$ cat src/rtl/rtc_cal_pkg.sv
// Shared widths and BCD helpers for the time/calendar counter.
// Assumes every stored value is packed BCD written by a well-behaved host.
package rtc_cal_pkg;
    localparam int DATA_W = 8;
    localparam int SEC_W  = 7;
    localparam int HOUR_W = 6;
    localparam int DOW_W  = 3;
    localparam int DAY_W  = 6;
    localparam int MON_W  = 5;
    localparam int YEAR_W = 8;
    localparam int PM_BIT = 5;
    localparam int N_SEXA = 2;   // seconds and minutes share one cell design

    // Adds one to a two-digit BCD byte (no range check).
    function automatic logic [7:0] bcd_inc(input logic [7:0] v);
        if (v[3:0] == 4'h9)
            return {v[7:4] + 4'h1, 4'h0};
        else
            return {v[7:4], v[3:0] + 4'h1};
    endfunction

    // True when a BCD year is a multiple of four.
    function automatic logic leap_year(input logic [7:0] y);
        if (y[4])
            return (y[3:0] == 4'h2) || (y[3:0] == 4'h6);
        else
            return (y[3:0] == 4'h0) || (y[3:0] == 4'h4) || (y[3:0] == 4'h8);
    endfunction

    // Last BCD day of a BCD month.
    function automatic logic [5:0] last_day(input logic [4:0] m, input logic leap);
        case (m)
            5'h02:                      return leap ? 6'h29 : 6'h28;
            5'h04, 5'h06, 5'h09, 5'h11: return 6'h30;
            default:                    return 6'h31;
        endcase
    endfunction
endpackage

$ cat src/rtl/rtc_tick_hold.sv
// Freeze gate for the one-second tick. Produces at most one advance per
// cycle and remembers a single tick that arrived while frozen.
// Assumes the tick is a single-cycle pulse.
module rtc_tick_hold (
    input  logic clk,
    input  logic rst_n,
    input  logic tick,
    input  logic freeze,
    input  logic clr_pend,
    output logic adv,
    output logic pend
);
    // Advance when unfrozen and a tick is fresh or held.
    always_comb adv = !freeze && (tick || pend);

    // Pending flag: set by a frozen tick, consumed on release, cleared by a seconds write.
    always_ff @(posedge clk) begin
        if (!rst_n)         pend <= 1'b0;
        else if (clr_pend)  pend <= 1'b0;
        else if (freeze)    pend <= pend || tick;
        else                pend <= pend && tick;
    end

    a_r8_hold_tick: assert property (@(posedge clk) disable iff (!rst_n)
        freeze && tick && !clr_pend |=> pend);
    a_r8_release_consumes: assert property (@(posedge clk) disable iff (!rst_n)
        !freeze && !tick && pend && !clr_pend |=> !pend);
    a_r10_clear: assert property (@(posedge clk) disable iff (!rst_n)
        clr_pend |=> !pend);
endmodule

$ cat src/rtl/rtc_mod60.sv
// One BCD 00..59 counter cell with load, used for seconds and minutes.
// Assumes loaded values are valid BCD below 60.
module rtc_mod60 #(
    parameter int W = rtc_cal_pkg::SEC_W
) (
    input  logic         clk,
    input  logic         rst_n,
    input  logic         inc,
    input  logic         wr,
    input  logic [W-1:0] wr_val,
    output logic [W-1:0] val,
    output logic         carry
);
    import rtc_cal_pkg::*;
    localparam logic [W-1:0] LAST = W'(8'h59);

    logic [7:0] nxt;

    // Next count value: wrap at 59, else BCD increment.
    always_comb nxt = (val == LAST) ? 8'h00 : bcd_inc(8'(val));

    // Carry out only when a real increment wraps.
    always_comb carry = inc && !wr && (val == LAST);

    // Counter register with load priority.
    always_ff @(posedge clk) begin
        if (!rst_n)    val <= '0;
        else if (wr)   val <= wr_val;
        else if (inc)  val <= nxt[W-1:0];
    end

    a_r2_wrap: assert property (@(posedge clk) disable iff (!rst_n)
        inc && !wr && val == LAST |=> val == '0);
    a_r9_load_wins: assert property (@(posedge clk) disable iff (!rst_n)
        wr |=> val == $past(wr_val));
endmodule

$ cat src/rtl/rtc_time_chain.sv
// Seconds, minutes and hours. Emits a date carry at the end of each day.
// Assumes the host reloads the hour whenever it changes the hour format.
module rtc_time_chain (
    input  logic                               clk,
    input  logic                               rst_n,
    input  logic                               adv,
    input  logic                               mode_12h,
    input  logic                               wr_sec,
    input  logic                               wr_min,
    input  logic                               wr_hour,
    input  logic [rtc_cal_pkg::DATA_W-1:0]     wr_data,
    output logic [rtc_cal_pkg::SEC_W-1:0]      t_sec,
    output logic [rtc_cal_pkg::SEC_W-1:0]      t_min,
    output logic [rtc_cal_pkg::HOUR_W-1:0]     t_hour,
    output logic                               day_inc
);
    import rtc_cal_pkg::*;

    logic [N_SEXA-1:0] cell_inc, cell_wr, cell_carry;
    logic [SEC_W-1:0]  cell_val [N_SEXA];

    assign cell_wr  = {wr_min, wr_sec};
    assign cell_inc = {cell_carry[0], adv};

    // Seconds and minutes cells, chained by carry.
    for (genvar g = 0; g < N_SEXA; g++) begin : g_sexa
        rtc_mod60 #(.W(SEC_W)) u_cell (
            .clk    (clk),
            .rst_n  (rst_n),
            .inc    (cell_inc[g]),
            .wr     (cell_wr[g]),
            .wr_val (wr_data[SEC_W-1:0]),
            .val    (cell_val[g]),
            .carry  (cell_carry[g])
        );
    end

    assign t_sec = cell_val[0];
    assign t_min = cell_val[1];

    logic              hour_inc, hour_end, pm;
    logic [4:0]        hr12;
    logic [7:0]        inc24, inc12;
    logic [HOUR_W-1:0] hour_nxt;

    assign hour_inc = cell_carry[1];
    assign pm       = t_hour[PM_BIT];
    assign hr12     = t_hour[4:0];

    // Next hour in either format.
    always_comb begin
        inc24 = bcd_inc({2'b00, t_hour});
        inc12 = bcd_inc({3'b000, hr12});
        if (mode_12h) begin
            if (hr12 == 5'h12)       hour_nxt = {pm, 5'h01};
            else if (hr12 == 5'h11)  hour_nxt = {!pm, 5'h12};
            else                     hour_nxt = {pm, inc12[4:0]};
            hour_end = (t_hour == 6'h31);
        end else begin
            hour_nxt = (t_hour == 6'h23) ? 6'h00 : inc24[HOUR_W-1:0];
            hour_end = (t_hour == 6'h23);
        end
    end

    // Day carry leaves only from an unwritten hour at its last value.
    always_comb day_inc = hour_inc && !wr_hour && hour_end;

    // Hour register with load priority.
    always_ff @(posedge clk) begin
        if (!rst_n)         t_hour <= '0;
        else if (wr_hour)   t_hour <= wr_data[HOUR_W-1:0];
        else if (hour_inc)  t_hour <= hour_nxt;
    end

    a_r3_midnight: assert property (@(posedge clk) disable iff (!rst_n)
        !mode_12h && hour_inc && !wr_hour && t_hour == 6'h23 |=> t_hour == 6'h00);
    a_r4_noon: assert property (@(posedge clk) disable iff (!rst_n)
        mode_12h && hour_inc && !wr_hour && t_hour == 6'h11 |=> t_hour == 6'h32);
    a_r4_one_pm: assert property (@(posedge clk) disable iff (!rst_n)
        mode_12h && hour_inc && !wr_hour && t_hour == 6'h32 |=> t_hour == 6'h21);
endmodule

$ cat src/rtl/rtc_date_chain.sv
// Day-of-week, day, month, year and century flag, advanced by the day carry.
// Assumes loaded values are valid BCD within each field's range.
module rtc_date_chain (
    input  logic                            clk,
    input  logic                            rst_n,
    input  logic                            day_inc,
    input  logic                            wr_dow,
    input  logic                            wr_day,
    input  logic                            wr_month,
    input  logic                            wr_year,
    input  logic [rtc_cal_pkg::DATA_W-1:0]  wr_data,
    output logic [rtc_cal_pkg::DOW_W-1:0]   t_dow,
    output logic [rtc_cal_pkg::DAY_W-1:0]   t_day,
    output logic [rtc_cal_pkg::MON_W-1:0]   t_month,
    output logic [rtc_cal_pkg::YEAR_W-1:0]  t_year,
    output logic                            t_century
);
    import rtc_cal_pkg::*;
    localparam logic [DOW_W-1:0] DOW_LAST = DOW_W'(6);

    logic             leap, month_inc, year_inc;
    logic [DAY_W-1:0] day_end;
    logic [7:0]       day_up, mon_up, year_up;

    // Month length and carry decisions.
    always_comb begin
        leap      = leap_year(t_year);
        day_end   = last_day(t_month, leap);
        day_up    = bcd_inc({2'b00, t_day});
        mon_up    = bcd_inc({3'b000, t_month});
        year_up   = bcd_inc(t_year);
        month_inc = day_inc && !wr_day && (t_day == day_end);
        year_inc  = month_inc && !wr_month && (t_month == 5'h12);
    end

    // Day-of-week register.
    always_ff @(posedge clk) begin
        if (!rst_n)        t_dow <= '0;
        else if (wr_dow)   t_dow <= wr_data[DOW_W-1:0];
        else if (day_inc)  t_dow <= (t_dow == DOW_LAST) ? '0 : t_dow + 1'b1;
    end

    // Day-of-month register.
    always_ff @(posedge clk) begin
        if (!rst_n)        t_day <= DAY_W'(1);
        else if (wr_day)   t_day <= wr_data[DAY_W-1:0];
        else if (day_inc)  t_day <= (t_day == day_end) ? DAY_W'(1) : day_up[DAY_W-1:0];
    end

    // Month register.
    always_ff @(posedge clk) begin
        if (!rst_n)          t_month <= MON_W'(1);
        else if (wr_month)   t_month <= wr_data[MON_W-1:0];
        else if (month_inc)  t_month <= (t_month == 5'h12) ? MON_W'(1) : mon_up[MON_W-1:0];
    end

    // Year register.
    always_ff @(posedge clk) begin
        if (!rst_n)         t_year <= '0;
        else if (wr_year)   t_year <= wr_data;
        else if (year_inc)  t_year <= (t_year == 8'h99) ? 8'h00 : year_up;
    end

    // Century flag: loaded with the month, flipped on year wrap.
    always_ff @(posedge clk) begin
        if (!rst_n)                                      t_century <= 1'b0;
        else if (wr_month)                               t_century <= wr_data[DATA_W-1];
        else if (year_inc && !wr_year && t_year == 8'h99) t_century <= !t_century;
    end

    a_r5_dow_wrap: assert property (@(posedge clk) disable iff (!rst_n)
        day_inc && !wr_dow && t_dow == DOW_LAST |=> t_dow == '0);
    a_r6_feb_common: assert property (@(posedge clk) disable iff (!rst_n)
        day_inc && !wr_day && !wr_month && t_month == 5'h02 && t_day == 6'h28 && !leap
        |=> t_day == 6'h01 && t_month == 5'h03);
    a_r7_century: assert property (@(posedge clk) disable iff (!rst_n)
        year_inc && !wr_year && !wr_month && t_year == 8'h99 |=> t_century != $past(t_century));
endmodule

$ cat src/rtl/rtc_bcd_calendar.sv
// Top of the BCD time/calendar counter: tick gate, time chain, date chain.
// Assumes sec_tick is a single-cycle pulse and all writes carry valid BCD.
module rtc_bcd_calendar (
    input  logic       clk,
    input  logic       rst_n,
    input  logic       sec_tick,
    input  logic       freeze,
    input  logic       mode_12h,
    input  logic       wr_sec,
    input  logic       wr_min,
    input  logic       wr_hour,
    input  logic       wr_dow,
    input  logic       wr_day,
    input  logic       wr_month,
    input  logic       wr_year,
    input  logic [7:0] wr_data,
    output logic [6:0] t_sec,
    output logic [6:0] t_min,
    output logic [5:0] t_hour,
    output logic [2:0] t_dow,
    output logic [5:0] t_day,
    output logic [4:0] t_month,
    output logic [7:0] t_year,
    output logic       t_century
);
    logic adv, pend, day_inc;

    rtc_tick_hold u_hold (
        .clk      (clk),
        .rst_n    (rst_n),
        .tick     (sec_tick),
        .freeze   (freeze),
        .clr_pend (wr_sec),
        .adv      (adv),
        .pend     (pend)
    );

    rtc_time_chain u_time (
        .clk      (clk),
        .rst_n    (rst_n),
        .adv      (adv),
        .mode_12h (mode_12h),
        .wr_sec   (wr_sec),
        .wr_min   (wr_min),
        .wr_hour  (wr_hour),
        .wr_data  (wr_data),
        .t_sec    (t_sec),
        .t_min    (t_min),
        .t_hour   (t_hour),
        .day_inc  (day_inc)
    );

    rtc_date_chain u_date (
        .clk       (clk),
        .rst_n     (rst_n),
        .day_inc   (day_inc),
        .wr_dow    (wr_dow),
        .wr_day    (wr_day),
        .wr_month  (wr_month),
        .wr_year   (wr_year),
        .wr_data   (wr_data),
        .t_dow     (t_dow),
        .t_day     (t_day),
        .t_month   (t_month),
        .t_year    (t_year),
        .t_century (t_century)
    );

    a_r8_frozen_sec: assert property (@(posedge clk) disable iff (!rst_n)
        freeze && !wr_sec |=> $stable(t_sec));
    a_r8_frozen_date: assert property (@(posedge clk) disable iff (!rst_n)
        freeze && !wr_day |=> $stable(t_day));
endmodule

$ cat config.mk
export PLATFORM = sky130hd
export DESIGN_NAME = rtc_bcd_calendar
export DESIGN_NICKNAME = d
export VERILOG_FILES = /design/src/rtl/rtc_cal_pkg.sv /design/src/rtl/rtc_tick_hold.sv /design/src/rtl/rtc_mod60.sv /design/src/rtl/rtc_time_chain.sv /design/src/rtl/rtc_date_chain.sv /design/src/rtl/rtc_bcd_calendar.sv
export SDC_FILE = /design/constraint.sdc
export NUM_CORES = 1
export LEC_CHECK = 0
export BUFFER_PORTS_ARGS = -buffer_cell sky130_fd_sc_hd__buf_2
export CELL_PAD_IN_SITES_DETAIL_PLACEMENT = 1
export CELL_PAD_IN_SITES_GLOBAL_PLACEMENT = 1
export CORE_MARGIN = 5
export CORE_UTILIZATION = 40
export DETAILED_ROUTE_END_ITERATION = 12
export GPL_TIMING_DRIVEN = 1
export PLACE_DENSITY = 0.88
export SYNTH_ARGS = -nofsm -noshare
export SYNTH_HDL_FRONTEND = slang
export SYNTH_HIERARCHICAL = 1
export SYNTH_SLANG_ARGS = --single-unit
export TNS_END_PERCENT = 1
$ cat constraint.sdc
create_clock -name clk -period 5.2 [get_ports clk]
set_clock_uncertainty 0.2 [all_clocks]
set_input_delay 0.52 -clock clk [delete_from_list [all_inputs] [get_ports clk]]
set_output_delay 0.52 -clock clk [all_outputs]
set_load 0.01 [all_outputs]
Word level (Yosys, flattened, before mapping)
Index checks and enable logic that the tools add are counted.

word-level totals
  flip-flop bits (word level) = 44
  bits of input ports = 20
  logic and storage cells = 148

operators by class
  add/subtract/negate cells = 14
  equal/unequal tests = 28
  multiplexer cells = 38
  bitwise gates (word level) = 1
  reductions and logical operators = 51

operator list
  cell                 count
  $mux 6               11
  $mux 7               8
  $mux 8               4
  $add 4x1->4 const B  7
  $eq 4x4->1 const B   7
  $mux 5               5
  $eq 5x5->1 const B   4
  $reduce_bool 2->1    8
  $reduce_bool 3->1    5
  $eq 7x7->1 const B   2
  $logic_and 1x1->1    14
  $eq 6x6->1 const B   2
  $pmux 6 s2           1
  $eq 5x3->1 const B   2
  $reduce_and 2->1     5
  $add 3x1->3 const B  3
  $logic_not 1->1      9
  $mux 3               3
  $eq 4x3->1 const B   2
  $eq 8x8->1 const B   1
  $eq 6x6->1           1
  $mux 1               6
  $eq 5x2->1 const B   1
  $eq 5x4->1 const B   1
  other kinds (15)     20

Logic depth before layout (Yosys ltp)
  depth in word-level cells = 16
  gate-level depth with buffers = 16
  gate-level depth less buffers = 14

Modules after synthesis
The synthesis kept the hierarchy.

modules (own cells, without submodules)
  module          instances  cells an instance  area an instance (sq um)  seq. area each (sq um)
  rtc_date_chain  1          211                1640.3                    460.4
  rtc_mod60       2          58                 493.0                     140.1
  rtc_time_chain  1          71                 561.8                     120.1
  rtc_tick_hold   1          5                  47.5                      20.0

Least setup slack after synthesis
Ideal clock, no wire load.

  path type = input -> register
  from = in sec_tick
  to = reg u_date/t_year[6] (netlist name)
  setup time = 0.074 ns
  arrival = 4.288 ns
  data required time = 4.926 ns
  path slack = 0.638 ns
  stages = 16
  cells stage by stage = nor2_1 -> nor2_1 -> nand2b_1 -> nor3_1 -> nand2b_1 -> nor3_1 -> buf_4 -> nand2_1 -> nor4bb_1 -> nand2b_1 -> clkbuf_1 -> or4_4 -> nor3b_4 -> nand4_4 -> or4_1 -> a31oi_1

on the way
  longest elaborated chain between the ends = 14

RTL lines
  element                             line                    source
  start, declared                     rtc_bcd_calendar.sv:6   input logic sec_tick,
  $logic_or 1x1->1                    rtc_tick_hold.sv:14     always_comb adv = !freeze && (tick || pend);
  $logic_and 1x1->1                   rtc_tick_hold.sv:14
  net adv                             rtc_bcd_calendar.sv:26  logic adv, pend, day_inc;
  $logic_and 1x1->1 (2 in series)     rtc_mod60.sv:23         always_comb carry = inc && !wr && (val == LAST);
  net u_time.cell_carry[0]            rtc_time_chain.sv:19    logic [N_SEXA-1:0] cell_inc, cell_wr, cell_carry;
  $logic_and 1x1->1 (2 in series)     rtc_mod60.sv:23
  net u_time.cell_carry[1]            rtc_time_chain.sv:19
  $logic_and 1x1->1 (2 in series)     rtc_time_chain.sv:66    always_comb day_inc = hour_inc && !wr_hour && hour_end;
  net day_inc                         rtc_bcd_calendar.sv:26
  $logic_and 1x1->1 (2 in series)     rtc_date_chain.sv:32    month_inc = day_inc && !wr_day && (t_day == day_end);
  $logic_and 1x1->1 (2 in series)     rtc_date_chain.sv:33    year_inc = month_inc && !wr_month && (t_month == 5'h12);
  $reduce_bool 2->1 (no source line)  --
  $reduce_and 2->1 (no source line)   --
  end signal, assigned                rtc_date_chain.sv:60    else if (wr_year) t_year <= wr_data;
  end signal, assigned                rtc_date_chain.sv:61    else if (year_inc) t_year <= (t_year == 8'h99) ? 8'h00 : year_up;
  end, declared                       rtc_date_chain.sv:15    output logic [rtc_cal_pkg::YEAR_W-1:0] t_year,

The timed path passes the listed nets, and every way through them passes these cells.
A chain may end at the register's enable or synchronous reset.

Final worst setup path
  from = reg u_hold.pend
  to = reg u_date/t_year[6] (netlist name)

on the way
  longest elaborated chain between the ends = 14

RTL lines
  element                             line                    source
  start, declared                     rtc_tick_hold.sv:11     output logic pend
  start signal, assigned              rtc_tick_hold.sv:20     else if (freeze) pend <= pend || tick;
  start signal, assigned              rtc_tick_hold.sv:21     else pend <= pend && tick;
  $logic_or 1x1->1                    rtc_tick_hold.sv:14
  $logic_and 1x1->1                   rtc_tick_hold.sv:14
  net adv                             rtc_bcd_calendar.sv:26
  $logic_and 1x1->1 (2 in series)     rtc_mod60.sv:23
  net u_time.cell_carry[0]            rtc_time_chain.sv:19
  $logic_and 1x1->1 (2 in series)     rtc_mod60.sv:23
  net u_time.cell_carry[1]            rtc_time_chain.sv:19
  $logic_and 1x1->1 (2 in series)     rtc_time_chain.sv:66
  net day_inc                         rtc_bcd_calendar.sv:26
  $logic_and 1x1->1 (2 in series)     rtc_date_chain.sv:32
  $logic_and 1x1->1 (2 in series)     rtc_date_chain.sv:33
  $reduce_bool 2->1 (no source line)  --
  $reduce_and 2->1 (no source line)   --

The timed path passes the listed nets, and every way through them passes these cells.

==> impl_metrics.toml <==
[global_route]
grt_max_degree = 47
grt_pass1_wl_mm = 16.6
grt_overflow = 0
gr-usage-all-layers_pct = 20.2
antenna_found_initial = 0
grt_pass1_vias = 3293

[setup_path]
cp_max_fo = 10
worstPathCellList = "nor2_1 -> nor2_1 -> nand2b_1 -> nor3_1 -> buf_4 -> nand2b_1 -> nor3_1 -> buf_4 -> nand2_1 -> nor4bb_2 -> nand2b_1 -> or4_4 -> nor3b_4 -> nand4_4 -> or4_1 -> a31oi_1"
critPathMaxStageDelay_ns = 0.59
arrival_ns = 4.56
r2r_slack_ns = 0.66
worst_path_max_delay_cell = "or4_4"
critical_path_depth = 16
startpoint_type = "flop"
worst_path_most_repeated_cell = "nand2b_1"
crit_type = "flop to flop"
cp-end-kind = "flop"
cp_top_family = "simple AND/OR/NAND/NOR gates"
ff2ff_path_depth = 16
required_ns = 5.22
path_buf_inv = 2

[floorplanning]
die_x_um = 99.9
die-area_sq_um = 9990
core_sq_um = 7810
rows = 32
ios = 63
start_util_pct = 41.4
die_y_um = 99.9

[pwr]
power.leakage_nw = 1.45
powerDensity_nw_per_um2 = 215
vdd_drop_max_v = 0.0000872

[routing]
drt-wirelength-per-cell_um = 18.0
drtPass1Iterations = 4
drc = 0
viasPerCell = 5.90
antenna_left = 0
vias = 3293
wirelength_mm = 10.0
drt_iter0_drc = 132

[finish]
diodes = 0
syn_to_final_growth_pct = 13.7
layout-drive-gt1-share_pct = 20.6
utilization_pct = 47.1
fill_cells = 1017
nets = 489

[synthesis]
yosysMostFrequentCell = "dfxtp_1"
yosysTopAreaCellShare_pct = 27.2
ys_top_cells_by_area = "dfxtp_1, ha_1, a21oi_1"
yosys.area.top_type = "dfxtp_1"
yosys_register_bits = 44
synth_area_sq_um = 3240
synth_warnings = 6
yosysUniqueCellTypes = 67
synth_flop_cell = "dfxtp_1"
avgSynthCellArea_sq_um = 8.03
synth_edf_count = 0
syn_inst = 403
synth_common_cells = "dfxtp_1, nand2_1, a21oi_1"
async_flop_share_pct = 0
synth_nets = 437
ys_seq_area_share_pct = 27.2

[clock_network]
clock_path_buffers = 2
cts_resized = 0
cts_hold_buf = 0
clock_latency_ns = 0.30
cts_max_level = 2
clkSinkCount = 44
cts_tree = "built"
cts_made_buffers = 5
post-cts-setup-buffer-count = 0
clk_pin_slew_worst_paths_ns = 0.08
cts_root_buffer = "clkbuf_8"

[flow_run]
max-cap-violations = 0

[status]
outcome = "finished, final reports clean"

[timing]
tns_ns = 0
period_minus_slack_ns = 4.54
worst_pin_slew_ns = 0.818
hold_violations = 0
slew_violations = 0
fmax_ghz = 0.220
rsz0062_at_grt = "no"
finalSetupViolations = 0
fin_ws_ns = 0.661
timing.slew.headroom_pct = 45.5
min_period_over_period_pct = 87.3

[place]
preCtsSetupSlack_ns = 0.448
gp_congestion = 0.910
port_buffers = 62
post-dp-hpwl_mm = 7.25

[worst_hold_path]
min_path_cells = 2
hold_path_class = "flop to flop"
flip-flops by register name (all words and copies together) (netlist names):
name,count
u_date/t_century,1
u_date/t_day,6
u_date/t_dow,3
u_date/t_month,5
u_date/t_year,8
u_hold/pend,1
u_time/g_sexa.u_cell/val,14
u_time/t_hour,6
layout by cell type, fill, tap and decap left out, types with 9 or more instances in the layout:
cell type,netlist,routed
nor2_1,12,12
nand3b_1,9,9
nand3_1,16,16
dfxtp_1,44,44
ha_1,14,14
nor3_1,11,11
inv_1,22,22
buf_2,5,62
nor3b_1,11,11
o21ai_0,29,29
a21oi_1,31,31
nand2_1,35,35
o31ai_1,12,12
through the flow:
step / hold WS, ns / instances / power (W) / area [sq um]
global placement: 0.285 / 550 / 0.000557 / 3590
global route: 0.351 / 558 / 0.000836 / 3680
finish: 0.309 / 558 / 0.000790 / 3680
detailed placement: 0.299 / 550 / 0.000566 / 3590
CTS: 0.314 / 558 / 0.000801 / 3680
floorplan: 0.314 / 403 / 0.000501 / 3240
worst register-to-register path, stage by stage (launching register included):
cell,delay [ns]
dfxtp_1,0.34
nor2_1,0.04
nor2_1,0.38
nand2b_1,0.17
nor3_1,0.18
buf_4,0.18
nand2b_1,0.11
nor3_1,0.20
buf_4,0.20
nand2_1,0.07
nor4bb_2,0.35
nand2b_1,0.26
or4_4,0.59
nor3b_4,0.25
nand4_4,0.19
or4_1,0.54
a31oi_1,0.20
routing by layer:
| layer | vias up | wire, um | GRT usage [%] |
|---|---|---|---|
| li1 | 1599 | - | - |
| met1 | 1588 | 4590 | 26.6 |
| met2 | 96 | 4820 | 34.1 |
| met3 | 10 | 507 | 3.61 |
| met4 | 0 | 116 | 5.15 |
| met5 | - | 0 | 0 |
final timing paths:
check / start / endpoint
worst max-delay path: u_hold/pend / u_date/t_year[6]
worst min-delay path: u_date/t_century / u_date/t_century
worst max register to register: u_hold/pend / u_date/t_year[6]
worst min register to register: u_date/t_century / u_date/t_century
power by group:
| part | switching [W] | internal, W | leakage (nW) | total [W] |
|---|---|---|---|---|
| registers | 0.0000379 | 0.000358 | 0.364 | 0.000396 |
| logic | 0.0000937 | 0.0000698 | 1.04 | 0.000164 |
| clock network | 0.000122 | 0.000109 | 0.0455 | 0.000230 |
| total | 0.000253 | 0.000537 | 1.45 | 0.000790 |
cell type report:
class / count / area, sq um / share of cell area (%)
multi-input cells: 315 / 2160 / 58.6
flip-flops and latches: 44 / 881 / 24.0
repair buffers: 65 / 333 / 9.05
well taps: 102 / 128 / 3.47
clock buffers: 8 / 90.1 / 2.45
inverters: 24 / 90.1 / 2.45
cells by family (layout without fill, tap and decap cells):
logic type	count (synthesis)	after routing	synth area share, %
AO/OA/AOI/OAI	124	124	25.1
XOR/XNOR	10	10	2.71
adder cells (fa/ha/maj)	15	15	5.76
buffers and inverters	44	97	6.34
flip-flops	44	44	27.2
multiplexers	9	9	2.82
AND/OR/NAND/NOR	157	157	30.1
Note: power is estimated with default switching activity, not from simulation.
